**src/rtl/eis_pkg.sv**
```systemverilog
package eis_pkg;
  typedef enum logic [1:0] {
    SNS_FALL_LOW = 2'b00,
    SNS_RISE     = 2'b01,
    SNS_FALL     = 2'b10,
    SNS_BOTH     = 2'b11
  } sense_e;

  localparam int NGRP = 2;
endpackage

```
**src/rtl/eis_cfg_reg.sv**
```systemverilog
module eis_cfg_reg
  import eis_pkg::*;
(
  input  logic   clk,
  input  logic   rst_n,
  input  logic   we,
  input  logic   imask,
  input  sense_e wdata,
  output sense_e code
);
  // writes accepted only while interrupts are masked
  always_ff @(posedge clk) begin
    if (!rst_n)             code <= SNS_FALL_LOW;
    else if (we && imask)   code <= wdata;
  end
endmodule

```
**src/rtl/eis_group_det.sv**
```systemverilog
module eis_group_det
  import eis_pkg::*;
#(
  parameter int LINES = 4
) (
  input  logic             clk,
  input  logic             rst_n,
  input  logic [LINES-1:0] pins,
  input  sense_e           code,
  input  logic             clr,
  output logic [LINES-1:0] hist_o,
  output logic             req_o
);
  logic [LINES-1:0] hist_q;
  logic [LINES-1:0] rise, fall;
  logic             hit, level, pend_q;

  assign rise = pins & ~hist_q;
  assign fall = ~pins & hist_q;

  always_comb begin
    unique case (code)
      SNS_FALL_LOW: hit = |fall;
      SNS_RISE:     hit = |rise;
      SNS_FALL:     hit = |fall;
      SNS_BOTH:     hit = |(rise | fall);
      default:      hit = 1'b0;
    endcase
  end

  assign level = (code == SNS_FALL_LOW) && (pins != {LINES{1'b1}});

  always_ff @(posedge clk) begin
    if (!rst_n) begin
      hist_q <= {LINES{1'b1}};
      pend_q <= 1'b0;
    end else begin
      hist_q <= pins;
      pend_q <= (pend_q & ~clr) | hit;  // a new edge wins over clear
    end
  end

  assign hist_o = hist_q;
  assign req_o  = pend_q | level;
endmodule

```
**src/rtl/ext_irq_sense.sv**
```systemverilog
module ext_irq_sense
  import eis_pkg::*;
#(
  parameter int LINES = 4
) (
  input  logic             clk,
  input  logic             rst_n,
  input  logic [LINES-1:0] grp0_pins,
  input  logic [LINES-1:0] grp1_pins,
  input  logic             sens_we,
  input  logic [1:0]       sens0_wdata,
  input  logic [1:0]       sens1_wdata,
  input  logic             irq_mask,
  input  logic             req_clr,
  output logic             req0,
  output logic             req1
);
  logic [LINES-1:0] pins [NGRP];
  logic [LINES-1:0] hist [NGRP];
  logic [1:0]       wd   [NGRP];
  sense_e           code [NGRP];
  logic [NGRP-1:0]  req;

  assign pins[0] = grp0_pins;
  assign pins[1] = grp1_pins;
  assign wd[0]   = sens0_wdata;
  assign wd[1]   = sens1_wdata;

  for (genvar g = 0; g < NGRP; g++) begin : g_grp
    eis_cfg_reg u_cfg (
      .clk   (clk),
      .rst_n (rst_n),
      .we    (sens_we),
      .imask (irq_mask),
      .wdata (sense_e'(wd[g])),
      .code  (code[g])
    );
    eis_group_det #(.LINES(LINES)) u_det (
      .clk    (clk),
      .rst_n  (rst_n),
      .pins   (pins[g]),
      .code   (code[g]),
      .clr    (req_clr),
      .hist_o (hist[g]),
      .req_o  (req[g])
    );
  end

  assign req0 = req[0];
  assign req1 = req[1];
endmodule

```
**config.mk**
```make
export PLATFORM = sky130hd
export DESIGN_NAME = ext_irq_sense
export DESIGN_NICKNAME = d
export VERILOG_FILES = /design/src/rtl/eis_pkg.sv /design/src/rtl/eis_cfg_reg.sv /design/src/rtl/eis_group_det.sv /design/src/rtl/ext_irq_sense.sv
export SDC_FILE = /design/constraint.sdc
export NUM_CORES = 1
export LEC_CHECK = 0
export BUFFER_PORTS_ARGS = -buffer_cell sky130_fd_sc_hd__buf_2
export CORE_MARGIN = 1.5
export CORE_UTILIZATION = 40
export DETAILED_ROUTE_END_ITERATION = 8
export PLACE_DENSITY = 0.67
export SYNTH_ARGS = -nofsm -noshare
export SYNTH_HDL_FRONTEND = slang
export SYNTH_SLANG_ARGS = --single-unit
```
**constraint.sdc**
```tcl
create_clock -name clk -period 1.1 [get_ports clk]
set_input_delay 0.11 -clock clk [delete_from_list [all_inputs] [get_ports clk]]
set_output_delay 0.11 -clock clk [all_outputs]
set_load 0.05 [all_outputs]
```
Word-level counts from Yosys, hierarchy flattened:

Cells that the tools add are included.

* flip-flop bits (word level): 14
* input port bits: 17
* output and inout bits: 2
* word-level logic and storage cells: 46

* equal/unequal tests: 8
* muxes and demuxes: 2
* bitwise logic cells: 17
* reduce and logical (&&, ||, !) cells: 13

Operators by type and width (number)
* OR reduction 4 bit: 6
* AND 4 bit: 4
* NOT 4 bit: 4
* equality test 2 bit (second input constant): 4
* inequality test 4 bit (second input constant): 2
* OR 4 bit: 2
* case mux 1 bit (3 select lines): 2
* equality test 2 x 1 -> 1 bit (second input constant): 2
* zero test 2 bit: 2
* OR 1 bit: 4
* OR reduction 2 bit: 2
* logical AND 1 bit: 3
* AND 1 bit: 2
* NOT 1 bit: 1

Depth between registers and ports, before layout:

Gate-level depths: netlist (run 1).

* depth in word-level cells: 6
* depth in mapped cells: 5
* gate-level depth less buffers: 5

Cells and area by module:

Synthesis (run 1) repeated with hierarchy kept, for this count alone.

* cells, all modules: 88
* area total of the unflattened synthesis: 785.8 sq um

By module, submodules not included
* eis_group_det: instances 2, cells each 35, area each 316.6 sq um, sequential area each 100.1 sq um
* eis_cfg_reg: instances 2, cells each 9, area each 76.3 sq um, sequential area each 40.0 sq um

Worst setup path after synthesis (run 1):

No wires, ideal clock.

* path type: register to output
* start point: reg g_grp[0].u_cfg.code[0]
* end point: out req0
* data arrival time: 1.542 ns
* required time: 0.990 ns
* slack: -0.552 ns
* stages on the path, launching flop included: 2
* path buffers: 0
* cells stage by stage: dfxtp_1 -> o31ai_1

* longest elaborated chain between the ends: 3

Ends and longest elaborated chain
* from (decl): line eis_cfg_reg.sv:9 `output sense_e code`
* from (signal assigned): line eis_cfg_reg.sv:14 `else if (we && imask) code <= wdata;`
* zero test 2 bit: line eis_group_det.sv:31 `assign level = (code == SNS_FALL_LOW) && (pins != {LINES{1'b1}});`
* logical AND 1 bit: line eis_group_det.sv:31
* OR 1 bit: line eis_group_det.sv:44 `assign req_o = pend_q | level;`
* to (decl): line ext_irq_sense.sv:15 `output logic req0,`

Every way passes these cells.

Worst setup path in the final report (run 1):

* start point: reg g_grp[0].u_det.hist_q[3]
* end point: reg g_grp[0].u_det.pend_q

* longest elaborated chain between the ends: 6
* elaborated cells between the ends (all ways): 9
* those cells by class: 1 x mux; 5 x bitwise; 3 x reduce/logical

Ends and longest elaborated chain
* from (decl): line eis_group_det.sv:14 `logic [LINES-1:0] hist_q;`
* from (signal assigned): line eis_group_det.sv:35 `hist_q <= {LINES{1'b1}};`
* from (signal assigned): line eis_group_det.sv:38 `hist_q <= pins;`
* NOT 4 bit: line eis_group_det.sv:18 `assign rise = pins & ~hist_q;`
* AND 4 bit: line eis_group_det.sv:18
* OR 4 bit: line eis_group_det.sv:26 `SNS_BOTH: hit = |(rise | fall);`
* OR reduction 4 bit: line eis_group_det.sv:26
* case mux 1 bit (3 select lines) *: line eis_group_det.sv:22 `unique case (code)`
* OR 1 bit *: line eis_group_det.sv:39 `pend_q <= (pend_q & ~clr) | hit;`
* to (signal assigned): line eis_group_det.sv:39
* to (decl): line eis_group_det.sv:16 `logic hit, level, pend_q;`

Mark *: on every way between the ends. The rest lies on a longest branch, timed or not.
A chain may end at the register's enable or synchronous reset.

==> results of run 1 <==
-- state kept, by name, indices dropped and copies added, names as in the netlist --
| register | count |
|---|---|
| g_grp.u_cfg.code | 4 |
| g_grp.u_det.hist_o | 8 |
| g_grp.u_det.pend_q | 2 |
-- kinds of logic after synthesis --
group | after synthesis | share of synthesized area, %
buffers and inverters | 19 | 9.075
AOI/OAI and AO/OA | 12 | 11.58
DFF | 14 | 35.05
and+or+nand+nor | 27 | 19.25
adders and majority gates | 16 | 25.04
-- synthesized netlist by cell type --
| master | count |
|---|---|
| sky130_fd_sc_hd__o22ai_1 | 2 |
| sky130_fd_sc_hd__o31a_1 | 2 |
| sky130_fd_sc_hd__nor4_2 | 4 |
| sky130_fd_sc_hd__inv_1 | 18 |
| sky130_fd_sc_hd__o31ai_1 | 2 |
| sky130_fd_sc_hd__nand2_1 | 15 |
| sky130_fd_sc_hd__buf_2 | 1 |
| sky130_fd_sc_hd__a21boi_0 | 4 |
| sky130_fd_sc_hd__nor3b_1 | 2 |
| sky130_fd_sc_hd__nor4_1 | 2 |
| sky130_fd_sc_hd__nand3_1 | 4 |
| sky130_fd_sc_hd__ha_1 | 16 |
| sky130_fd_sc_hd__a41oi_1 | 2 |
| sky130_fd_sc_hd__dfxtp_1 | 14 |
-- repair_timing --
item | in CTS | in global routing
resized for setup | 28 | 10
buffers inserted | 0 | 2
gates cloned | 0 | 0
setup endpoints to repair | 4 | 4
pin swaps | 6 | 6
-- through the flow --
step,instances,TNS [ps],hold slack [ps]
6_report,146,-517.2,44.99
5_1_grt,146,-700.2,66.36
2_1_floorplan,88,-129.9,221.9
4_1_cts,144,-524.9,33.13
3_5_place_dp,140,-503.2,339.2
3_3_place_gp,140,-419.6,339.1
-- layer usage --
layer	part of all wire (%)	global-route usage (%)	vias to the layer above
met5	0	0	-
met4	1.7	6.486	0
met3	3.4	5.660	4
met2	51	28.80	16
met1	44	24.08	325
li1	-	-	360
-- critical path, cell delays in order, from the launching register on --
cell	delay, ps
sky130_fd_sc_hd__dfxtp_2	350
sky130_fd_sc_hd__inv_2	40
sky130_fd_sc_hd__ha_4	150
sky130_fd_sc_hd__nor4_4	310
sky130_fd_sc_hd__nor3b_2	80
sky130_fd_sc_hd__o31a_1	230
-- layout make-up --
cell class	count	area, µm²	area share (%)
timing repair buffer	30	192.7	15.29
clock buffer	4	36.28	2.880
tap	25	31.28	2.483
inverter	18	67.56	5.362
sequential	14	300.3	23.83
multi-input combinational	55	631.9	50.15
-- layout by cell type, fill, tap and decap left out --
cell	count
sky130_fd_sc_hd__o22ai_1	2
sky130_fd_sc_hd__dfxtp_2	10
sky130_fd_sc_hd__nand3_1	4
sky130_fd_sc_hd__dfxtp_1	2
sky130_fd_sc_hd__inv_1	14
sky130_fd_sc_hd__a21boi_0	4
sky130_fd_sc_hd__a41oi_1	2
sky130_fd_sc_hd__nor3b_2	2
sky130_fd_sc_hd__buf_6	2
sky130_fd_sc_hd__nor4_1	1
sky130_fd_sc_hd__nand2_1	15
sky130_fd_sc_hd__clkbuf_4	3
sky130_fd_sc_hd__ha_2	4
sky130_fd_sc_hd__buf_4	12
sky130_fd_sc_hd__buf_2	16
sky130_fd_sc_hd__ha_1	5
sky130_fd_sc_hd__nor4_4	5
sky130_fd_sc_hd__dfxtp_4	2
sky130_fd_sc_hd__o31ai_4	2
sky130_fd_sc_hd__inv_2	4
sky130_fd_sc_hd__clkbuf_8	1
sky130_fd_sc_hd__ha_4	7
sky130_fd_sc_hd__o31a_1	2
-- worst paths after layout --
check                      startpoint                        to  slack, ps  cells after the start
max          g_grp[0].u_det.hist_o[3]     g_grp[0].u_det.pend_q       -180                      5
min                      grp1_pins[3]  g_grp[1].u_det.hist_o[3]         40                      3
max reg2reg  g_grp[0].u_det.hist_o[3]     g_grp[0].u_det.pend_q       -180                      5
min reg2reg    g_grp[0].u_cfg.code[0]    g_grp[0].u_cfg.code[0]        510                      2
-- where the power goes --
| part | leakage (nW) | total, W | switching (W) | internal (W) |
|---|---|---|---|---|
| combinational | 0.441 | 0.000298 | 0.000150 | 0.000148 |
| sequential | 0.117 | 0.000562 | 0.0000244 | 0.000537 |
| clock | 0.0210 | 0.000385 | 0.000183 | 0.000202 |
==> results.md, run 1 <==
Status:
- The flow ran to the end, but the final reports show violations.
- The checks that failed: negative setup slack.

Logic synthesis:
- The count of different cell masters after synthesis is 14.
- After technology mapping, the gate count stands at 88.
- The number of synthesis warnings is 0.
- Summed over all instances, the cell type with the most area after synthesis is sky130_fd_sc_hd__dfxtp_1.
- The fraction of synthesized cell area taken by the top area cell type is 35.05%.
- The sequential-to-total area share from yosys stat is 35.05%.
- The register bit count reported by yosys is 14.
- The total standard cell area after synthesis is 799.5 µm².
- Averaged over all synthesized cells, the footprint is 9.085 µm².
- The number of nets handed over by synthesis was 121.
- Sorting the synthesized cells by area gives the leading types as sky130_fd_sc_hd__dfxtp_1 (35%), sky130_fd_sc_hd__ha_1 (25%), sky130_fd_sc_hd__inv_1 (8.5%).

Floorplanning:
- The initial core utilization is 44.38%.
- Row generation in the floorplan step produced 15 rows.
- The die boundary width is 47.71 µm.
- After floorplanning, the core was sized to cover 1802 µm².
- The height of the die is 47.71 µm.
- The floorplan die area is 2276 µm².
- The top-level port count is 19.

Setup path:
- The critical path in this run is classified as flip-flop to flip-flop.
- The data required time at the worst endpoint is 1280 ps.
- In this run the worst path has a maximum fanout of 2.
- STA classifies the critical path startpoint as a flip-flop.
- At the worst endpoint, the arrival time is 1460 ps.
- The worst setup path is captured at a flip-flop.

Route:
- The DRC marker count from the first detailed-route iteration is 2.
- For this block, the routed nets add up to 1.800 mm of wire.
- The routed via count divided by cell count is 4.829.
- The detail route stage leaves a number of antenna-violating nets equal to 0.
- The number of optimization iterations in the first detailed-route pass is 4.
- The remaining routing DRC violations is 0.
- Across all layers, the routed design uses 705 vias.
- The average detailed-routed wire length per instance is 12.33 µm.

Clock tree:
- The clock input transition at the sequential cells of the worst setup and hold paths is 90 ps.
- The level count of the clock H-tree is 1.
- The TritonCTS clock tree is done.
- In this run, CTS created clock tree buffers numbering 3.
- The root buffer cell is sky130_fd_sc_hd__clkbuf_4.
- The number of sinks driven by the clock tree is 14.
- The clock passes through at most 2 buffers.
- The total of hold buffers inserted after clock tree synthesis is 0.
- The worst-skew pair later-pin latency is 290 ps.

Placement:
- The HPWL reported at the end of detailed placement is 1.289 mm.
- After detailed placement, the total cell area comes to 1047 µm².
- At the end of routability-driven placement, the weighted congestion stood at 0.8115.
- The worst setup slack before clock tree synthesis is -180.3 ps.
- Input and output buffers added on the ports amount to 18.

Global route:
- The global-route wire length before repair is 2.780 mm.
- The via count of the first global-routing pass was 648.
- Entering global routing, the biggest net connects 15 pins.
- Summed over all layers, the global routing overflow is 0.
- The all-layer global routing usage is 18.45%.
- The number of antenna violations at the first check in global routing is 0.

Finish:
- After routing the design area is 1260 µm².
- In the final design database the tool counted 155 nets.
- The post-route core utilization is 69.93%.
- The post-route netlist has 57.85% of its cells at a drive strength greater than 1.
- The layout-stage area growth over the synthesis result is 57.59%.
- After filler insertion, the fill cell instance count of the layout stands at 141.
- The number of antenna diodes in the final layout is 0.

Pwr:
- The cell leakage power is 0.5782 nW.
- Across the VDD grid, the largest voltage drop is 698.5 µV.
- In this run the power density over the cells is 988.0 nW/µm².
- After layout, the design draws a total of 0.001245 W.

Timing:
- The worst slew margin relative to its limit is 82.90%.
- The final worst-path cycle share is 116.3%.
- The number of max-slew violations in the final report is 0.
- Between clock sinks in the finished design, the worst skew comes to 8.899 ps.
- Setup repair after global routing could not meet its margin everywhere.
- The transition time at the pin with the least slew margin is 254.5 ps.
- After layout, the minimum clock period comes to 1280 ps.
- The maximum frequency from static timing analysis is 781.4 MHz.
- The number of endpoints with negative hold slack in the final report is 0.
- The setup slack of the critical path after layout is -179.7 ps.
- The final setup violation count is 4.

Hold path:
- In this run the worst hold path is classified as input pin to flip-flop.

Job:
- Max-cap violations in this run came to 0.
(Power assumes the default switching activity.)
==> run 2: changes to the inputs <==
Settings changed: REMOVE_ABC_BUFFERS from default to 1.
==> run 2 against run 1 <==
Net effect: the flow still finishes with violations (negative setup slack); total power is 5.9% lower; flip-flop and latch count is the same; via count fell by 3.3%; die area is the same; sequential share of layout area increased by 2.6 points.
==> results.md, run 2 (synthesis results as in run 1) <==
Pwr:
- The highest ir drop seen on vdd was 838.4 µV (+20%).
- The cell leakage power is 0.5557 nW (-3.9%).
- The power density normalized to cell area is 1049 nW/µm² (+6.1%).
- The total power was 0.001172 W (-5.9%).

Status:
- The checks that failed: negative setup slack.
- The run finished, with violations left.

Job:
- The reported max-cap violation count was 0 (unchanged).

Clock tree:
- The number of buffers inserted during clock tree synthesis is 3 (unchanged).
- The total of hold buffers inserted after clock tree synthesis is 0 (unchanged).
- The maximum number of buffers from clock root to sink was 2 (unchanged).
- The worst-skew pair later-pin latency is 280 ps (about the same).
- The clock input transition at the sequential cells of the worst setup and hold paths is 80 ps (about the same).
- The level count of the clock H-tree is 1 (unchanged).
- The tree is rooted in a sky130_fd_sc_hd__clkbuf_4.
- The TritonCTS clock tree is done.
- The number of sinks driven by the clock tree is 14 (unchanged).

Setup path:
- STA classifies the critical path endpoint as a flip-flop.
- The endpoint identified for the worst register-to-register timing path is g_grp[0].u_det.pend_q.
- The data required time at the worst endpoint was 1280 ps (about the same).
- The kind of start point of the critical path is a flip-flop.
- The data arrival time of the worst path is 1420 ps (-40 ps).
- The depth of the worst register-to-register path is 5 (unchanged).
- Tracing the worst setup path back leads to its startpoint at g_grp[0].u_det.hist_o[2].
- The worst setup slack for register-to-register paths is -140 ps (+40 ps).
- The end point of the critical path is g_grp[0].u_det.pend_q.
- The worst setup path is of the flip-flop to flip-flop kind.
- The startpoint identified for the worst register-to-register timing path is g_grp[0].u_det.hist_o[2].
- The largest fanout on the critical path came to 2 (unchanged).

Route:
- The number of optimization iterations in the first detailed-route pass is 4 (unchanged).
- The total vias in the final route is 682 (-3.3%).
- The average detailed-routed wire length per instance is 11.43 µm (-7.3%).
- The remaining routing DRC violations came to 0 (unchanged).
- The remaining antenna violation count after routing is 0 (unchanged).
- The routed via count divided by cell count is 4.703 (-2.6%).
- The DRC marker count from the first detailed-route iteration came to 10 (+8).
- The total detailed-routing wirelength is 1.658 mm (-7.9%).

Timing:
- The maximum frequency from static timing analysis was 807.7 MHz (+3.4%).
- Setup repair after global routing could not meet its margin everywhere.
- The final setup violation count is 4 (unchanged).
- The number of endpoints with negative hold slack in the final report is 0 (unchanged).
- The transition time at the pin with the least slew margin was 397.7 ps (+143.2 ps).
- The final worst-path cycle share is 112.5% (-3.8 points).
- The number of max-slew violations in the final report is 0 (unchanged).
- The worst slew margin relative to its limit is 73.24% (-9.7 points).
- The setup slack of the critical path after layout came to -138.0 ps (+41.68 ps).
- The final critical-path required period was 1238 ps (-41.68 ps).
- The total negative slack for setup checks is -466.0 ps (+51.19 ps).
- The worst clock skew came to 0.4062 ps (-8.493 ps).

Placement:
- The cell area reported after detailed placement came to 975.9 µm² (-6.8%).
- The weighted congestion at the end of routability-driven global placement is 0.7381 (-9.0%).
- The HPWL reported at the end of detailed placement came to 1.256 mm (-2.6%).
- The number of cells after detailed placement came to 138 (-1.4%).
- The count of buffers inserted at the top-level ports came to 18 (unchanged).

Floorplanning:
- The initial core utilization is 44.38% (unchanged).
- The area of the placeable core came to 1802 µm² (unchanged).
- The die boundary width is 47.71 µm (unchanged).
- The site row count is 15 (unchanged).
- The floorplan die area is 2276 µm² (unchanged).
- The height of the die is 47.71 µm (unchanged).
- The top-level port count came to 19 (unchanged).

Global route:
- The number of antenna violations at the first check in global routing is 0 (unchanged).
- The all-layer global routing usage was 16.58% (-1.9 points).
- The via count of the first global-routing pass is 632 (-2.5%).
- The global-route wire length before repair is 2.532 mm (-8.9%).
- The maximum number of pins on one net before global-route repair is 15 (unchanged).
- The overflow left after global routing is 0 (unchanged).

Finish:
- The net total in the final layout is 154 (-0.65%).
- The cell area after layout is 1117 µm² (-11%).
- Leaving out fill and tap cells, the most frequent cell in the layout is sky130_fd_sc_hd__inv_1.
- The fill cell instance count of the final layout was 159 (+13%).
- The sequential cell area came to 295.3 µm² (-1.7%).
- From synthesis to final layout, the design area changed by 39.75%.
- The share of post-route cells with drive strength above 1 is 49.17% (-8.7 points).
- The number of flip-flops under the largest register name is 8 (unchanged).
- The number of standard cells in the final layout excluding fillers was 145 (-0.68%).
- The library cells used most frequently in the layout, excluding fill and tap cells, are sky130_fd_sc_hd__inv_1 (17), sky130_fd_sc_hd__buf_2 (16), sky130_fd_sc_hd__nand2_1 (15), sky130_fd_sc_hd__buf_4 (11), sky130_fd_sc_hd__dfxtp_2 (9).
- The area used by multi-input combinational logic is 501.7 µm² (-21%).
- The number of antenna cells inserted is 0 (unchanged).

Hold path:
- The count of cells along the worst hold path came to 3 (unchanged).
- The worst hold-check path type is input pin to flip-flop.
-- run 2: worst min-delay path by stage --
stage                       from                  endpoint
global placement    grp1_pins[2]  g_grp[1].u_det.hist_o[2]
floorplan                  rst_n  g_grp[0].u_det.hist_o[3]
CTS                 grp0_pins[2]  g_grp[0].u_det.hist_o[2]
global route        grp0_pins[2]  g_grp[0].u_det.hist_o[2]
finish              grp0_pins[2]  g_grp[0].u_det.hist_o[2]
detailed placement  grp0_pins[2]  g_grp[0].u_det.hist_o[2]
-- run 2: layout make-up --
| type | count | share of cell area [%] |
|---|---|---|
| Tap cell | 25 | 2.800 |
| Inverter | 18 | 6.047 |
| Timing Repair Buffer | 29 | 16.57 |
| Clock buffer | 4 | 3.247 |
| Multi-Input combinational cell | 55 | 44.90 |
| Sequential cell | 14 | 26.43 |
-- run 2: stage by stage --
stage,utilization [%],setup WS [ps],hold WS [ps]
after floorplan,-,-552.3,178.9
after global placement,54.17,-192.5,340.7
after detailed placement,54.17,-190.7,344.4
after CTS,60.35,-143.8,49.23
after global routing,62.01,-227.5,53.30
final,62.01,-138.0,57.49
-- run 2: routing by layer --
metal  up-vias  global-route usage [%]  share of wire, %
li1        361                       -                 -
met1       294                   21.69                49
met2        22                   24.80                43
met3         5                   3.774               4.6
met4         0                   9.730               2.8
met5         -                       0                 0
-- run 2: worst max-delay path, stage by stage (launching register included) --
cell	delay (ps)
sky130_fd_sc_hd__dfxtp_2	330
sky130_fd_sc_hd__buf_4	120
sky130_fd_sc_hd__ha_1	180
sky130_fd_sc_hd__nor4_2	140
sky130_fd_sc_hd__o22ai_1	100
sky130_fd_sc_hd__o31a_1	280
-- run 2: where the power goes --
part,switching (W),total [W],internal [W]
logic,0.000123,0.000242,0.000119
clock network,0.000171,0.000372,0.000201
registers,0.0000195,0.000557,0.000538
-- run 2: repair_timing --
| item | in CTS | in global routing |
|---|---|---|
| buffers inserted | 3 | 0 |
| gates resized for setup | 22 | 7 |
| pin swaps | 7 | 6 |
| setup endpoints to repair | 4 | 4 |
==> run 3: changes to the inputs <==
--- a/config.mk
+++ b/config.mk
@@ -9,5 +9,7 @@
 export CORE_MARGIN = 1.5
 export CORE_UTILIZATION = 40
+export CTS_BUF_LIST = sky130_fd_sc_hd__clkbuf_8
 export DETAILED_ROUTE_END_ITERATION = 8
+export MAX_ROUTING_LAYER = met4
 export PLACE_DENSITY = 0.67
 export REMOVE_ABC_BUFFERS = 1
==> constraint.sdc (replaced) <==
create_clock -name clk -period 1.1 [get_ports clk]
set_input_delay 0.055 -clock clk [delete_from_list [all_inputs] [get_ports clk]]
set_output_delay 0.055 -clock clk [all_outputs]
set_load 0.05 [all_outputs]
==> run 3 against run 2 <==
Net effect: the run still ends with negative setup slack left; worst hold slack improved by 0.81 ps; cell count decreased by 2.8%; clock-buffer cell count decreased by 1; wire length about the same; clock power increased by 9.9%; design area increased by 1.7%; critical path type unchanged; critical endpoint is now g_grp[1].u_det.pend_q; largest cell class unchanged.
==> results.md, run 3 (synthesis results as in run 1) <==
Timing:
- The number of max-slew violations in the final report was 0 (unchanged).
- The final critical-path required period is 1269 ps (+31.37 ps).
- The hold slack came to 58.30 ps (+0.8145 ps).
- The maximum frequency from static timing analysis came to 787.8 MHz (-2.5%).
- The transition time at the pin with the least slew margin is 479.3 ps (+81.57 ps).
- The worst slew margin relative to its limit is 67.75% (-5.5 points).
- The final setup violation count is 2 (-2).
- The total negative slack for setup checks is -319.9 ps (+146.1 ps).
- The worst clock skew is 0.3088 ps (-0.09742 ps).
- Setup repair after global routing could not meet its margin everywhere.
- The final worst-path cycle share came to 115.4% (+2.9 points).
- The setup slack of the critical path after layout was -169.4 ps (-31.37 ps).
- The number of endpoints with negative hold slack in the final report is 0 (unchanged).

Placement:
- The number of cells after detailed placement was 137 (-0.72%).
- The weighted congestion at the end of routability-driven global placement is 0.7984 (+8.2%).
- The count of buffers inserted at the top-level ports was 18 (unchanged).
- The worst setup slack before clock tree synthesis is -172.3 ps (+18.42 ps).
- The HPWL reported at the end of detailed placement was 1.205 mm (-4.0%).
- The cell area reported after detailed placement was 968.4 µm² (-0.77%).

Setup path:
- The category of the most critical setup path is flip-flop to flip-flop.
- The kind of start point of the critical path is a flip-flop.
- The data required time at the worst endpoint is 1230 ps (-50 ps).
- The data arrival time of the worst path came to 1400 ps (-20 ps).
- The largest fanout on the critical path was 2 (unchanged).
- The kind of end point of the critical path is a flip-flop.

Route:
- The remaining antenna violation count after routing was 0 (unchanged).
- The DRC marker count from the first detailed-route iteration was 7 (-3).
- The total vias in the final route is 706 (+3.5%).
- The average detailed-routed wire length per instance is 11.75 µm (+2.8%).
- The routed via count divided by cell count is 5.007 (+6.5%).
- The number of optimization iterations in the first detailed-route pass is 2 (-2).
- The remaining routing DRC violations is 0 (unchanged).
- The total detailed-routing wirelength was 1.657 mm (about the same).

Global route:
- The all-layer global routing usage came to 16.81% (+0.23 points).
- The global-route wire length before repair was 2.525 mm (-0.28%).
- The overflow left after global routing came to 0 (unchanged).
- The number of antenna violations at the first check in global routing is 0 (unchanged).
- The maximum number of pins on one net before global-route repair is 15 (unchanged).
- The via count of the first global-routing pass came to 627 (-0.79%).

Finish:
- Leaving out fill and tap cells, the most frequent cells in the layout are sky130_fd_sc_hd__inv_1 (17), sky130_fd_sc_hd__buf_2 (16), sky130_fd_sc_hd__nand2_1 (15), sky130_fd_sc_hd__dfxtp_2 (11).
- The net total in the final layout is 151 (-1.9%).
- The share of post-route cells with drive strength above 1 came to 50.86% (+1.7 points).
- The number of flip-flops under the largest register name came to 8 (unchanged).
- The layout-stage area growth over the synthesis result is 42.10%.
- The library cell used most frequently in the layout, excluding fill and tap cells, is sky130_fd_sc_hd__inv_1.
- The number of standard cells in the final layout excluding fillers was 141 (-2.8%).
- The cell area after layout came to 1136 µm² (+1.7%).
- The number of antenna cells inserted is 0 (unchanged).
- The fill cell instance count of the final layout is 166 (+4.4%).

Clock tree:
- The worst-skew pair later-pin latency is 240 ps (-40 ps).
- The maximum number of buffers from clock root to sink is 2 (unchanged).
- The root buffer cell is sky130_fd_sc_hd__clkbuf_8.
- The level count of the clock H-tree is 1 (unchanged).
- The number of sinks driven by the clock tree is 14 (unchanged).
- The number of buffers inserted during clock tree synthesis was 3 (unchanged).
- The clock input transition at the sequential cells of the worst setup and hold paths is 60 ps (-20 ps).
- The TritonCTS clock tree is done.
- The total of hold buffers inserted after clock tree synthesis is 0 (unchanged).

Job:
- The reported max-cap violation count is 0 (unchanged).

Floorplanning:
- The height of the die is 47.71 µm (unchanged).
- The die boundary width is 47.71 µm (unchanged).
- The area of the placeable core was 1802 µm² (unchanged).
- The initial core utilization came to 44.38% (unchanged).
- The top-level port count is 19 (unchanged).
- The site row count was 15 (unchanged).
- The floorplan die area is 2276 µm² (unchanged).

Pwr:
- The internal power contribution is 0.0009054 W (+5.5%).
- The highest ir drop seen on vdd is 756.4 µV (-9.8%).
- The power density normalized to cell area was 1077 nW/µm² (+2.7%).
- The sequential share of power was 45.8% (-1.8 points).
- The relative contribution of the clock network to total power came to 33.4% (+1.6 points).
- The fraction of power spent switching nets was 26.02% (-0.74 points).
- The logic gate share of total power is 20.8% (about the same).
- The net switching power of the design came to 0.0003184 W (+1.6%).
- The cell leakage power is 0.5493 nW (-1.2%).

Status:
- The final reports fail on negative setup slack.
- The flow ran to the end, but the final reports show violations.

Hold path:
- The worst hold-check path type is input pin to flip-flop.
-- run 3: cell count changes in the layout (fill, tap and decap cells not counted), moves of 2 or more --
cell / previous run / this run
sky130_fd_sc_hd__nor4_4: 0 / 2
sky130_fd_sc_hd__nor4_2: 5 / 3
sky130_fd_sc_hd__dfxtp_2: 9 / 11
sky130_fd_sc_hd__dfxtp_1: 4 / 2
sky130_fd_sc_hd__buf_4: 11 / 8
sky130_fd_sc_hd__clkbuf_8: 1 / 3
sky130_fd_sc_hd__clkbuf_4: 3 / 0
-- run 3: path summary, 6_finish.rpt --
check                             end                     start  slack, ps  depth (start not counted)
min reg2reg    g_grp[1].u_cfg.code[0]    g_grp[1].u_cfg.code[0]        510                          2
max reg2reg     g_grp[1].u_det.pend_q  g_grp[1].u_det.hist_o[2]       -170                          5
max             g_grp[1].u_det.pend_q  g_grp[1].u_det.hist_o[2]       -170                          5
min          g_grp[0].u_det.hist_o[2]              grp0_pins[2]         60                          3
-- run 3: cell type report --
class | count | area [µm²] | share of cell area, %
clock buffer | 3 | 41.29 | 3.634
inverter | 18 | 67.56 | 5.947
multi-input combinational | 55 | 535.5 | 47.14
sequential | 14 | 297.8 | 26.21
tap | 25 | 31.28 | 2.753
timing repair buffer | 26 | 162.7 | 14.32
-- run 3: repair_timing --
| item | 4_1_cts | 5_1_grt |
|---|---|---|
| pin swaps | 11 | 6 |
| endpoints found under the setup margin | 4 | 4 |
| buffers inserted | 1 | 0 |
| gates resized for setup | 20 | 16 |
-- run 3: critical path: stages (launching register included) --
cell	delay (ps)
sky130_fd_sc_hd__dfxtp_2	330
sky130_fd_sc_hd__inv_2	40
sky130_fd_sc_hd__ha_4	160
sky130_fd_sc_hd__nor4_4	280
sky130_fd_sc_hd__nor3b_2	70
sky130_fd_sc_hd__o31a_1	270
-- run 3: metrics by stage --
| step | util, % | power, W |
|---|---|---|
| after floorplan | - | 0.0006783 |
| after detailed placement | 53.75 | 0.0007710 |
| after CTS | 59.24 | 0.001203 |
| after global routing | 63.06 | 0.001288 |
| final | 63.06 | 0.001224 |
| after global placement | 53.75 | 0.0007656 |
-- run 3: per-layer routing --
metal / global-route usage [%] / part of all wire [%]
met1: 22.94 / 50
met2: 23.47 / 47
met3: 2.264 / 2.2
met4: 9.730 / 1.1
met5: - / 0
-- run 3: power groups by stage --
stage          sequential (W)  clock [W]  combinational (W)
2_1_floorplan        0.000560          0           0.000118
3_3_place_gp         0.000564          0           0.000201
3_5_place_dp         0.000566          0           0.000206
4_1_cts              0.000560   0.000418           0.000226
5_1_grt              0.000565   0.000446           0.000277
6_report             0.000561   0.000409           0.000254
